$ cat src/rtl/ifq_pkg.sv
package ifq_pkg;
  localparam int unsigned IFQ_DEPTH = 8;
  localparam int unsigned IFQ_DATA_W = 8;
  localparam int unsigned IFQ_CNT_W = 8;
  localparam int unsigned IFQ_IDX_W = 8;

  function automatic int unsigned ptr_width(input int unsigned depth);
    return (depth > 1) ? $clog2(depth) : 1;
  endfunction
endpackage

$ cat src/rtl/ifq_count_calc.sv
module ifq_count_calc #(
  parameter int unsigned CW = 8,
  parameter int unsigned IW = 8
) (
  input  logic [CW-1:0] init_cnt,
  input  logic [CW-1:0] step,
  input  logic [IW-1:0] idx,
  output logic [CW-1:0] count,
  output logic          keep
);
  localparam int unsigned PW = CW + IW;
  logic [PW-1:0] prod;
  logic [PW-1:0] wide_init;

  always_comb begin
    prod      = PW'(idx) * PW'(step);
    wide_init = PW'(init_cnt);
    keep      = wide_init > prod;
    count     = init_cnt - prod[CW-1:0];
  end
endmodule

$ cat src/rtl/ifq_iter_track.sv
module ifq_iter_track #(
  parameter int unsigned IW = 8
) (
  input  logic          clk,
  input  logic          rst_n,
  input  logic          restart,
  input  logic          step_en,
  output logic [IW-1:0] cur_idx
);
  localparam logic [IW-1:0] IDX_MAX = {IW{1'b1}};
  logic [IW-1:0] idx_q;

  assign cur_idx = restart ? '0 : idx_q;

  always_ff @(posedge clk or negedge rst_n) begin
    if (!rst_n) begin
      idx_q <= '0;
    end else if (step_en) begin
      idx_q <= (cur_idx == IDX_MAX) ? cur_idx : cur_idx + 1'b1;
    end else begin
      idx_q <= cur_idx;
    end
  end
endmodule

$ cat src/rtl/ifq_storage.sv
module ifq_storage #(
  parameter int unsigned DEPTH = 8,
  parameter int unsigned DW = 8,
  parameter int unsigned CW = 8
) (
  input  logic                         clk,
  input  logic                         rst_n,
  input  logic                         push,
  input  logic [DW-1:0]                push_data,
  input  logic [CW-1:0]                push_cnt,
  input  logic                         pop,
  output logic [DW-1:0]                head_data,
  output logic [CW-1:0]                head_cnt,
  output logic [$clog2(DEPTH+1)-1:0]   occ,
  output logic                         full,
  output logic                         empty
);
  localparam int unsigned AW = ifq_pkg::ptr_width(DEPTH);
  localparam int unsigned OW = $clog2(DEPTH + 1);
  localparam logic [AW-1:0] LAST_SLOT = AW'(DEPTH - 1);

  logic [DW-1:0] data_mem [DEPTH];
  logic [CW-1:0] cnt_mem  [DEPTH];
  logic [AW-1:0] wr_ptr, rd_ptr;
  logic [OW-1:0] occ_q;

  function automatic logic [AW-1:0] bump(input logic [AW-1:0] p);
    return (p == LAST_SLOT) ? '0 : p + 1'b1;
  endfunction

  assign occ       = occ_q;
  assign full      = (occ_q == OW'(DEPTH));
  assign empty     = (occ_q == '0);
  assign head_data = data_mem[rd_ptr];
  assign head_cnt  = cnt_mem[rd_ptr];

  for (genvar s = 0; s < DEPTH; s++) begin : g_slot
    always_ff @(posedge clk or negedge rst_n) begin
      if (!rst_n) begin
        data_mem[s] <= '0;
        cnt_mem[s]  <= '0;
      end else if (push && wr_ptr == AW'(s)) begin
        data_mem[s] <= push_data;
        cnt_mem[s]  <= push_cnt;
      end
    end
  end

  always_ff @(posedge clk or negedge rst_n) begin
    if (!rst_n) begin
      wr_ptr <= '0;
      rd_ptr <= '0;
      occ_q  <= '0;
    end else begin
      if (push) wr_ptr <= bump(wr_ptr);
      if (pop)  rd_ptr <= bump(rd_ptr);
      case ({push, pop})
        2'b10:   occ_q <= occ_q + 1'b1;
        2'b01:   occ_q <= occ_q - 1'b1;
        default: occ_q <= occ_q;
      endcase
    end
  end
endmodule

$ cat src/rtl/ifq_head_ctrl.sv
module ifq_head_ctrl #(
  parameter int unsigned CW = 8
) (
  input  logic          clk,
  input  logic          rst_n,
  input  logic          head_valid,
  input  logic [CW-1:0] head_cnt,
  input  logic          take,
  output logic          last_use,
  output logic          pop
);
  logic [CW-1:0] used_q;
  logic          fire;

  assign fire     = head_valid && take;
  assign last_use = head_valid && (used_q == head_cnt - 1'b1);
  assign pop      = fire && last_use;

  always_ff @(posedge clk or negedge rst_n) begin
    if (!rst_n) begin
      used_q <= '0;
    end else if (pop) begin
      used_q <= '0;
    end else if (fire) begin
      used_q <= used_q + 1'b1;
    end
  end
endmodule

$ cat src/rtl/inductive_reuse_fifo.sv
module inductive_reuse_fifo #(
  parameter int unsigned DEPTH = ifq_pkg::IFQ_DEPTH,
  parameter int unsigned DW    = ifq_pkg::IFQ_DATA_W,
  parameter int unsigned CW    = ifq_pkg::IFQ_CNT_W,
  parameter int unsigned IW    = ifq_pkg::IFQ_IDX_W
) (
  input  logic          clk,
  input  logic          rst_n,
  input  logic          run_start,
  input  logic [CW-1:0] cfg_init,
  input  logic [CW-1:0] cfg_step,
  input  logic          in_valid,
  output logic          in_ready,
  input  logic [DW-1:0] in_data,
  output logic          out_valid,
  input  logic          out_ready,
  output logic [DW-1:0] out_data,
  output logic          out_last
);
  localparam int unsigned OW = $clog2(DEPTH + 1);

  logic [IW-1:0] cur_idx;
  logic [CW-1:0] new_cnt;
  logic          new_keep;
  logic          in_fire;
  logic          store;
  logic          pop;
  logic          full, empty;
  logic [CW-1:0] head_cnt;
  logic [OW-1:0] occ;

  assign in_ready  = !full || pop;
  assign in_fire   = in_valid && in_ready;
  assign store     = in_fire && new_keep;
  assign out_valid = !empty;

  ifq_iter_track #(.IW(IW)) u_iter (
    .clk     (clk),
    .rst_n   (rst_n),
    .restart (run_start),
    .step_en (in_fire),
    .cur_idx (cur_idx)
  );

  ifq_count_calc #(.CW(CW), .IW(IW)) u_calc (
    .init_cnt (cfg_init),
    .step     (cfg_step),
    .idx      (cur_idx),
    .count    (new_cnt),
    .keep     (new_keep)
  );

  ifq_storage #(.DEPTH(DEPTH), .DW(DW), .CW(CW)) u_store (
    .clk       (clk),
    .rst_n     (rst_n),
    .push      (store),
    .push_data (in_data),
    .push_cnt  (new_cnt),
    .pop       (pop),
    .head_data (out_data),
    .head_cnt  (head_cnt),
    .occ       (occ),
    .full      (full),
    .empty     (empty)
  );

  ifq_head_ctrl #(.CW(CW)) u_head (
    .clk        (clk),
    .rst_n      (rst_n),
    .head_valid (out_valid),
    .head_cnt   (head_cnt),
    .take       (out_ready),
    .last_use   (out_last),
    .pop        (pop)
  );
endmodule

$ cat config.mk
export PLATFORM = sky130hd
export DESIGN_NAME = inductive_reuse_fifo
export DESIGN_NICKNAME = d
export VERILOG_FILES = /design/src/rtl/ifq_pkg.sv /design/src/rtl/ifq_count_calc.sv /design/src/rtl/ifq_iter_track.sv /design/src/rtl/ifq_storage.sv /design/src/rtl/ifq_head_ctrl.sv /design/src/rtl/inductive_reuse_fifo.sv
export SDC_FILE = /design/constraint.sdc
export NUM_CORES = 1
export LEC_CHECK = 0
export ABC_AREA = 0
export BUFFER_PORTS_ARGS = -buffer_cell sky130_fd_sc_hd__buf_2
export CAP_MARGIN = 40
export CORE_MARGIN = 4
export CORE_UTILIZATION = 55
export CTS_CLUSTER_DIAMETER = 40
export DETAILED_ROUTE_END_ITERATION = 8
export PLACE_DENSITY = 0.86
export SETUP_SLACK_MARGIN = 0.4
export SLEW_MARGIN = 15
export SYNTH_ARGS = -nofsm -noshare
export SYNTH_HDL_FRONTEND = slang
export SYNTH_SLANG_ARGS = --single-unit
$ cat constraint.sdc
create_clock -name clk -period 6.3 [get_ports clk]
set_clock_uncertainty 0.05 [all_clocks]
set_input_delay 0.63 -clock clk [delete_from_list [all_inputs] [get_ports clk]]
set_output_delay 0.63 -clock clk [all_outputs]
set_load 0.01 [all_outputs]
## After elaboration in Yosys (flattened, before gate mapping)

Index checks and enable logic that the tools add are counted.
W data, S select, Z words.

- Bitwise operators: 1
- Magnitude comparators: 2
- Multipliers: 1
- Add/sub/neg operators: 8
- Reduce and logical (&&, ||, !) cells: 20
- Eq/ne operators: 13
- Multiplexer cells: 14

Operators with widths:

| operator | number |
|---|---|
| $mux W8 | 9 |
| $bmux W8 S3 | 2 |
| $add A8 B1 Y8 const B | 2 |
| $gt A8 B16 Y1 | 1 |
| $mul A8 B8 Y16 | 1 |
| $eq A3 B3 Y1 const B | 5 |
| $logic_and A1 B1 Y1 | 13 |
| $eq A8 B8 Y1 | 1 |
| $eq A8 B8 Y1 const B | 1 |
| $pmux W4 S2 | 1 |
| $sub A8 B1 Y8 const B | 1 |
| $sub A8 B8 Y8 | 1 |
| $add A3 B1 Y3 const B | 2 |
| $eq A3 B2 Y1 const B | 2 |
| $mux W3 | 2 |
| $add A4 B1 Y4 const B | 1 |
| $eq A4 B4 Y1 const B | 1 |
| $ge A4 B4 Y1 const B | 1 |
| $logic_not A4 Y1 | 1 |
| $not A3 Y4 | 1 |
| $reduce_bool A2 Y1 | 2 |
| $sub A4 B1 Y4 const B | 1 |
| $eq A3 B1 Y1 const B | 1 |
| $logic_not A3 Y1 | 1 |
| other kinds (4) | 5 |

- Input port bits: 29
- Output and inout port bits: 11
- Logic and storage cells: 80
- Flip-flop bits (word level): 154

## Logic depth before layout (Yosys ltp)

Gate-level depths: netlist (run 1).

- Word-level depth: 13
- Depth in mapped cells: 30
- Gate-level depth less buffers: 29

## By module

From an unflattened synthesis (run 1), not the netlist that was laid out.

- Cells, all modules: 826
- Area, all modules: 10221.1 sq um

Modules (own cells, without submodules):

| module | cells an instance | sequential area each (sq um) | area each (sq um) | times used |
|---|---|---|---|---|
| ifq_storage | 385 | 3453.3 | 6461.2 | 1 |
| ifq_count_calc | 308 | 0.0 | 2526.2 | 1 |
| ifq_head_ctrl | 82 | 200.2 | 721.9 | 1 |
| ifq_iter_track | 47 | 200.2 | 481.7 | 1 |
| inductive_reuse_fifo | 4 | 0.0 | 30.0 | 1 |

## Least setup slack after synthesis (run 1)

Ideal clock, no wire load.

- Path kind: in2reg
- Start point: in run_start
- End point: reg u_store.occ_q[2], in the netlist u_store.occ[2]
- Setup time: 0.125 ns
- Path slack: 0.052 ns
- Stages: 26
- Data arrival time: 6.073 ns
- Buffers on the path: 1
- Data required time: 6.125 ns
- Path through: nor2b_1 -> clkbuf_1 -> nand2_1 -> fa_1 -> fa_1 -> fa_1 -> fa_1 -> inv_1 -> ha_1 -> xnor2_1 -> ha_1 -> o21a_1 -> o22ai_1 -> a21oi_1 -> o311a_1 -> o211a_1 -> o2111ai_1 -> nor2_1 -> nand3_1 -> ha_1 -> xor2_1 -> ha_1 -> a21oi_1 -> xor2_1 -> nor2_1 -> xor2_1

- Longest elaborated chain between the ends: 6
- Elaborated cells on any way between the ends: 8
- Those cells by class: mul (1); order compare (1); eq/ne (2); mux (2); reduce/logical (2)

RTL lines:

| element | line | RTL |
|---|---|---|
| start: declaration | inductive_reuse_fifo.sv:9 | `input logic run_start,` |
| $mux W8 * | ifq_iter_track.sv:13 | `assign cur_idx = restart ? '0 : idx_q;` |
| $mul A8 B8 Y16 * | ifq_count_calc.sv:16 | `prod = PW'(idx) * PW'(step);` |
| $gt A8 B16 Y1 * | ifq_count_calc.sv:18 | `keep = wide_init > prod;` |
| $logic_and A1 B1 Y1 * | inductive_reuse_fifo.sv:34 | `assign store = in_fire && new_keep;` |
| $eq A2 B1 Y1 / $eq A2 B2 Y1 (equally long branches) | ifq_storage.sv:57 | `case ({push, pop})` |
| $pmux W4 S2 / $reduce_bool A2 Y1 (equally long branches) | n/a |  |
| end signal: assignment | ifq_storage.sv:58 | `2'b10: occ_q <= occ_q + 1'b1;` |
| end signal: assignment | ifq_storage.sv:59 | `2'b01: occ_q <= occ_q - 1'b1;` |
| end signal: assignment | ifq_storage.sv:60 | `default: occ_q <= occ_q;` |
| end: declaration | ifq_storage.sv:25 | `logic [OW-1:0] occ_q;` |

Every way passes the cells marked *; elsewhere a longest branch is shown, timed or not.
A chain may end at the register's enable or synchronous reset.

## Worst setup path after layout (run 1)

- Start point: in run_start
- End point: reg u_store.data_mem[3] (netlist name)

- Longest elaborated chain between the ends: 5

RTL lines:

| element | line | RTL |
|---|---|---|
| $mux W8 | ifq_iter_track.sv:13 |  |
| $mul A8 B8 Y16 | ifq_count_calc.sv:16 |  |
| $gt A8 B16 Y1 | ifq_count_calc.sv:18 |  |
| $logic_and A1 B1 Y1 | inductive_reuse_fifo.sv:34 |  |
| $logic_and A1 B1 Y1 | ifq_storage.sv:42 | `end else if (push && wr_ptr == AW'(s)) begin` |
| end signal: indexed assignment | ifq_storage.sv:43 | `data_mem[s] <= push_data;` |
| end: declaration | ifq_storage.sv:22 | `logic [DW-1:0] data_mem [DEPTH];` |

Every way passes these cells.

==> results.py, run 1 <==
metrics = {
    "timing": {
        "rsz0062_at_grt": "true",
        "fin_crit_sh_pct": 94.84,
        "setup_viol": 0,
        "slew_headroom_pct": 38.53,
        "worst_pin_slew_ns": 0.9190,
        "fin_crit_ns": 5.975,
        "hold_viol_final": 0,
        "drv_slew": 0,
        "timing.fmax_ghz": 0.1674,
    },
    "route": {
        "wl_per_cell_um": 21.34,
        "antenna_left": 0,
        "vias": 6947,
        "drc": 0,
        "viasPerCell": 6.010,
        "drt-initial-drc-count": 428,
        "firstDrtPassIters": 6,
        "totalWireLength_mm": 24.66,
    },
    "setup_path": {
        "crit_path_max_fanout": 8,
        "worst_setup_path_end_kind": "flip-flop",
        "crit_path_max_incr_delay_ns": 0.53,
        "worst-path-buf-inv": 9,
        "cp.depth": 28,
        "start_kind": "input port",
        "worst_ep_required_time_ns": 6.55,
        "critPathArrivalTime_ns": 6.23,
        "cp_slowest_cell": "fa_1",
        "path_delay_family": "adder cells",
        "critPathKind": "in -> reg",
        "r2r_cells": 25,
    },
    "place": {
        "place_hpwl_mm": 14.87,
        "portBuffers": 39,
        "dpl_cell_area_sq_um": 10700,
        "gp_congestion": 0.8367,
        "dp.cells": 1094,
    },
    "logic_synthesis": {
        "synth_top_family_by_area": "multiplexers",
        "synth_mux_area_share_pct": 24.08,
        "synth_compound_area_share_pct": 5.069,
        "yosysWarnings": 0,
        "synth_top_area_share_pct": 38.55,
        "ys_seq_elements": 154,
        "synthTopCellsByArea": "dfrtp_1, mux2_2, fa_1",
        "synth_cell_type_count": 54,
        "syn_area_sq_um": 9996,
        "syn_area_per_cell_sq_um": 12.09,
        "yosysSeqAreaShare_pct": 38.55,
        "async_flop_share_pct": 100.0,
        "synthCells": 827,
        "synthAdderAreaFrac_pct": 14.67,
        "synth_edf_count": 0,
        "yosys.area_share.xor_xnor_pct": 2.716,
        "ys.flop_type": "dfrtp_1",
        "syn-num-nets": 951,
        "synth-simple-area-share_pct": 10.39,
        "synth_area_leader_cell": "dfrtp_1",
    },
    "floorplanning": {
        "die_w_um": 142.8,
        "die_area_sq_um": 20390,
        "initial_core_util_pct": 55.84,
        "placementRows": 49,
        "ios": 40,
        "die_h_um": 142.8,
        "core_sq_um": 17900,
    },
    "global_routing": {
        "grt-ovfl-total": 0,
        "globalRouteMet3Util_pct": 4.086,
        "grt_pass1_vias": 7235,
        "use_met2_pct": 39.59,
        "busiest_layer": "met2",
        "grt_max_degree": 61,
        "grt_usage_pct": 22.94,
        "antenna_found_initial": 0,
        "gr-usage-met1_pct": 29.79,
        "grt_pass1_wl_mm": 36.81,
    },
    "pwr": {
        "p_comb_share_pct": 41.5,
        "p_switching_mw": 1.696,
        "p_clk_share_pct": 21.0,
        "p_int_mw": 3.085,
        "p_total_mw": 4.781,
        "power.density_nw_per_um2": 405.7,
        "p_leak_nw": 5.557,
        "power_frac_seq_pct": 37.5,
        "ir_drop_uv": 248.0,
        "switching_share_pct": 35.48,
    },
    "job": {
        "cap_viol_max_count": 0,
    },
    "clock_network": {
        "cts_tree": "done",
        "clkLatencyLatePin_ns": 0.42,
        "clkSinkCount": 154,
        "clockRootBuffer": "clkbuf_16",
        "htreeDepth": 4,
        "cts_buffer_depth": 2,
        "postCtsHoldBufs": 0,
        "numCtsBuffers": 17,
        "clk_pin_slew_ns": 0.06,
    },
    "finish": {
        "layout-drive-gt1-share_pct": 37.22,
        "final_cells": 1156,
        "fillerInstances": 1191,
        "syn2layout_area_growth_pct": 17.89,
        "num_antenna_cells": 0,
        "nNetsFinal": 1038,
        "design_area_sq_um": 11780,
    },
    "min_path": {
        "hp-class": "in -> async",
    },
    "run_status": {
        "status": "finished, final reports clean",
    },
}
## power groups by stage
| stage | logic, mW | registers (mW) | clock network (mW) |
|---|---|---|---|
| global route | 2.16 | 1.83 | 1.06 |
| global placement | 1.69 | 1.72 | 0 |
| detailed placement | 1.80 | 1.75 | 0 |
| floorplan | 1.43 | 1.62 | 0 |
| finish | 1.98 | 1.79 | 1.00 |
| CTS | 1.84 | 1.76 | 1.01 |
## synthesized netlist by cell type (5+ instances only)
| cell | instances |
|---|---|
| o21ai_0 | 17 |
| buf_6 | 8 |
| nand2_1 | 39 |
| nand4_1 | 9 |
| ha_1 | 58 |
| xnor2_1 | 14 |
| nor2_1 | 23 |
| nand3_1 | 16 |
| mux4_2 | 28 |
| and2_1 | 51 |
| nor2b_1 | 12 |
| a31oi_1 | 6 |
| nand2b_1 | 6 |
| mux2_2 | 133 |
| a21oi_1 | 15 |
| nor3_1 | 5 |
| a21o_1 | 5 |
| fa_1 | 37 |
| and3_1 | 10 |
| xor2_1 | 17 |
| dfrtp_1 | 154 |
| mux2i_1 | 16 |
| clkbuf_1 | 16 |
| a211oi_1 | 5 |
| inv_1 | 71 |
## final cells by class
type	instances	area [sq um]	share of cell area, %
clock inverters	11	112.6	0.9556
well taps	229	286.5	2.432
flip-flops and latches	154	3855	32.71
clock buffers	21	470.5	3.992
inverters	71	266.5	2.262
multi-input cells	571	5936	50.37
repair buffers	99	857.1	7.273
## path summary, 6_finish.rpt
kind,end,slack [ns],start
worst max-delay path,u_store.data_mem[3],0.33,run_start
worst min register to register,u_store.occ[3],0.43,u_store.occ[3]
worst max register to register,u_store.data_mem[3],0.33,u_iter.idx_q[3]
worst min-delay path,u_head.used_q[3],0.09,rst_n
max in group asynchronous,u_store.data_mem[14],4.93,rst_n
min in group clk,u_store.occ[3],0.43,u_store.occ[3]
## logic make-up (layout without fill, tap and decap cells)
group | count (synthesis) | in the layout
AND/OR/NAND/NOR | 188 | 189
multiplexers | 182 | 182
flip-flops | 154 | 154
buffers and inverters | 103 | 202
adder cells (fa/ha/maj) | 95 | 95
AO/OA/AOI/OAI | 74 | 74
XOR/XNOR | 31 | 31
## sequential cells by signal, indices dropped and copies added, names as in the netlist
register          count
u_store.data_mem     64
u_store.cnt_mem      64
u_store.wr_ptr        3
u_store.occ           4
u_iter.idx_q          8
u_head.used_q         8
u_store.rd_ptr        3
## metrics by stage
step                setup TNS, ns  worst slack, ns  hold WS [ns]  utilization, %
CTS                             0           0.4078        0.1064           63.34
detailed placement         -6.818          -0.1492        0.4254           59.79
finish                          0           0.3252       0.09359           65.82
global route                    0          0.08499        0.1203           65.82
floorplan                       0           0.4020        0.2844               -
global placement                0          0.03180        0.4191           59.48
## worst reg2reg max path, cell delays in order (launching register included)
cell       delay [ns]
dfrtp_1          0.38
nor2b_4          0.14
buf_6            0.12
and2_4           0.13
fa_1             0.55
inv_2            0.05
fa_1             0.51
fa_1             0.44
fa_1             0.50
inv_2            0.05
ha_4             0.24
xnor2_1          0.12
ha_1             0.34
nand4_1          0.15
o22ai_1          0.11
a21oi_1          0.14
o311a_1          0.18
o211a_1          0.15
o2111ai_2        0.14
buf_4            0.18
a2111oi_4        0.27
clkbuf_16        0.25
buf_12           0.11
nand2_8          0.07
clkbuf_16        0.19
mux2_2           0.29
## cell usage in the layout (no fill, tap or decap), types with 17 or more instances in the layout
master / synthesis / layout
dfrtp_1: 154 / 153
mux2_2: 133 / 132
inv_1: 71 / 66
ha_1: 58 / 49
and2_1: 51 / 45
buf_4: 0 / 42
nand2_1: 39 / 37
buf_2: 4 / 37
fa_1: 37 / 34
mux4_2: 28 / 28
nor2_1: 23 / 22
clkbuf_16: 0 / 21
xor2_1: 17 / 17
## timing repair
action | in CTS | in global routing
gates cloned | 0 | 5
pin swaps | 6 | 16
resized for setup | 6 | 38
buffers inserted | 4 | 21
endpoints found under the setup margin | 93 | 128
## routing by layer
metal	up-vias	routed length, um
met3	74	1200
met1	3530	9811
li1	3082	-
met4	0	909
met2	261	12740
met5	-	0
No activity file was read; power rests on OpenSTA's default activity.
==> run 2, diff against run 1 <==
--- a/config.mk
+++ b/config.mk
@@ -9,10 +9,11 @@
 export BUFFER_PORTS_ARGS = -buffer_cell sky130_fd_sc_hd__buf_2
 export CAP_MARGIN = 40
 export CORE_MARGIN = 4
-export CORE_UTILIZATION = 55
+export CORE_UTILIZATION = 45
 export CTS_CLUSTER_DIAMETER = 40
 export DETAILED_ROUTE_END_ITERATION = 8
-export PLACE_DENSITY = 0.86
+export PLACE_DENSITY = 0.75
+export REMOVE_ABC_BUFFERS = 1
 export SETUP_SLACK_MARGIN = 0.4
 export SLEW_MARGIN = 15
 export SYNTH_ARGS = -nofsm -noshare
==> run 2 against run 1 <==
Against the previous run:
- routed wire length shrank 15%
- total power shrank 4.1%
- core utilization shrank 12 points
- critical path depth shrank 1
- highest routed layer unchanged
- first-iteration DRC count shrank 28%
- sequential share of layout area grew 0.34 points
- cell area shrank 1.0%
- global-route usage shrank 4.9 points
==> results.py, run 2 (same netlist as run 1, synthesis figures left out) <==
metrics = {
    "finish": {
        "design_area_sq_um": 11660,
        "num_antenna_cells": 0,
        "syn2layout_area_growth_pct": 16.67,
        "final_cell_mix": "dfrtp_1, mux2_2, inv_1, ha_1, and2_1",
        "layout_commonest_cell": "dfrtp_1",
        "nNetsFinal": 1031,
        "layout-drive-gt1-share_pct": 36.52,
        "reg_top3": "u_store.cnt_mem (64), u_store.data_mem (64)",
        "fillerInstances": 1793,
    },
    "timing": {
        "rsz0062_at_grt": "true",
        "slew_headroom_pct": 40.32,
        "timing.fmax_ghz": 0.1717,
        "worst_pin_slew_ns": 0.8889,
        "hold_viol_final": 0,
        "drv_slew": 0,
        "timing.hold.ws_ns": 0.04238,
        "fin_crit_sh_pct": 92.47,
        "setup_viol": 0,
        "fin_ws_ns": 0.4745,
        "setup-tns-final_ns": 0,
        "fin_crit_ns": 5.826,
    },
    "min_path": {
        "hp-class": "in -> async",
    },
    "route": {
        "drc": 0,
        "wl_per_cell_um": 17.55,
        "antenna_left": 0,
        "vias": 6562,
        "viasPerCell": 5.468,
        "drt-initial-drc-count": 308,
        "totalWireLength_mm": 21.06,
        "firstDrtPassIters": 4,
    },
    "place": {
        "gp_congestion": 0.8368,
        "place_hpwl_mm": 14.51,
        "portBuffers": 39,
        "post-place-ws_ns": -0.2350,
        "dpl_cell_area_sq_um": 10840,
    },
    "job": {
        "cap_viol_max_count": 0,
    },
    "clock_network": {
        "clkLatencyLatePin_ns": 0.44,
        "htreeDepth": 4,
        "clockRootBuffer": "clkbuf_16",
        "postCtsHoldBufs": 0,
        "cts_buffer_depth": 2,
        "clkSinkCount": 154,
        "cts_tree": "done",
        "clk_pin_slew_ns": 0.07,
        "numCtsBuffers": 17,
    },
    "pwr": {
        "p_int_mw": 2.987,
        "ir_drop_uv": 197.2,
        "p_clk_share_pct": 22.4,
        "p_comb_share_pct": 40.2,
        "p_leak_nw": 5.502,
        "p_total_mw": 4.584,
        "power_frac_seq_pct": 37.4,
        "power.density_nw_per_um2": 393.1,
        "p_switching_mw": 1.597,
        "switching_share_pct": 34.84,
    },
    "setup_path": {
        "cp_slowest_cell": "fa_1",
        "critPathArrivalTime_ns": 6.09,
        "crit_path_max_incr_delay_ns": 0.52,
        "start_kind": "flip-flop",
        "worst-path-buf-inv": 7,
        "worst_ep_required_time_ns": 6.57,
        "path_delay_family": "adder cells",
        "worst_setup_path_end_kind": "flip-flop",
        "critPathKind": "reg -> reg",
        "crit_path_max_fanout": 16,
    },
    "global_routing": {
        "grt_pass1_vias": 7097,
        "grt-ovfl-total": 0,
        "grt_usage_pct": 18.09,
        "antenna_found_initial": 0,
        "grt_pass1_wl_mm": 35.70,
        "grt_max_degree": 68,
    },
    "floorplanning": {
        "initial_core_util_pct": 45.80,
        "die_area_sq_um": 24660,
        "die_h_um": 157.0,
        "die_w_um": 157.0,
        "placementRows": 54,
        "ios": 40,
        "core_sq_um": 21820,
    },
    "run_status": {
        "status": "finished, final reports clean",
    },
}
## run 2: changes by cell type in the layout (fill, tap and decap cells not counted), moves of 3 or more
| cell | change |
|---|---|
| nor2b_4 | -5 |
| nor2b_1 | +5 |
| inv_8 | +6 |
| buf_6 | -7 |
| clkbuf_16 | -4 |
| clkbuf_8 | -3 |
| buf_4 | +3 |
## run 2: final timing paths
kind | startpoint | to | slack, ns | depth (start not counted)
min reg2reg | u_store.occ[3] | u_store.occ[3] | 0.44 | 1
min | rst_n | u_store.data_mem[10] | 0.04 | 1
min in group clk | u_store.occ[3] | u_store.occ[3] | 0.44 | 1
max reg2reg | u_iter.idx_q[0] | u_store.cnt_mem[52] | 0.47 | 27
max in group asynchronous | rst_n | u_store.cnt_mem[13] | 4.85 | 3
max | u_iter.idx_q[0] | u_store.cnt_mem[52] | 0.47 | 27
## run 2: routing by layer
metal  track usage (%)  vias up  wire, um
met3             2.722       16       705
met2             30.50      118     10560
met5                 0        -         0
met1             24.71     3351      9568
met4             4.752        0       224
li1                  -     3077         -
## run 2: through the flow
stage | util (%) | cells
after floorplan | - | 795
after global placement | 49.54 | 1162
after detailed placement | 49.67 | 1163
after CTS | 52.84 | 1199
after global routing | 53.44 | 1200
final | 53.44 | 1200
## run 2: timing repair
item / 4_1_cts / 5_1_grt
setup buffers: 4 / 1
pin swaps: 27 / 12
setup endpoints to repair: 93 / 99
resized for setup: 15 / 30
cloned: 0 / 0
## run 2: area by class of cell
type | count | area, sq um | share of cell area (%)
clock buffers | 17 | 425.4 | 3.648
clock inverters | 15 | 168.9 | 1.448
inverters | 71 | 266.5 | 2.285
multi-input cells | 570 | 5876 | 50.38
flip-flops and latches | 154 | 3855 | 33.05
well taps | 280 | 350.3 | 3.004
repair buffers | 93 | 720.7 | 6.180
## run 2: power groups by stage
| stage | Sequential, mW | Combinational [mW] | Clock, mW |
|---|---|---|---|
| 6_report | 1.72 | 1.84 | 1.03 |
| 5_1_grt | 1.77 | 2.03 | 1.09 |
| 4_1_cts | 1.71 | 1.84 | 1.05 |
| 3_5_place_dp | 1.72 | 1.81 | 0 |
| 3_3_place_gp | 1.69 | 1.75 | 0 |
| 2_1_floorplan | 1.67 | 1.32 | 0 |
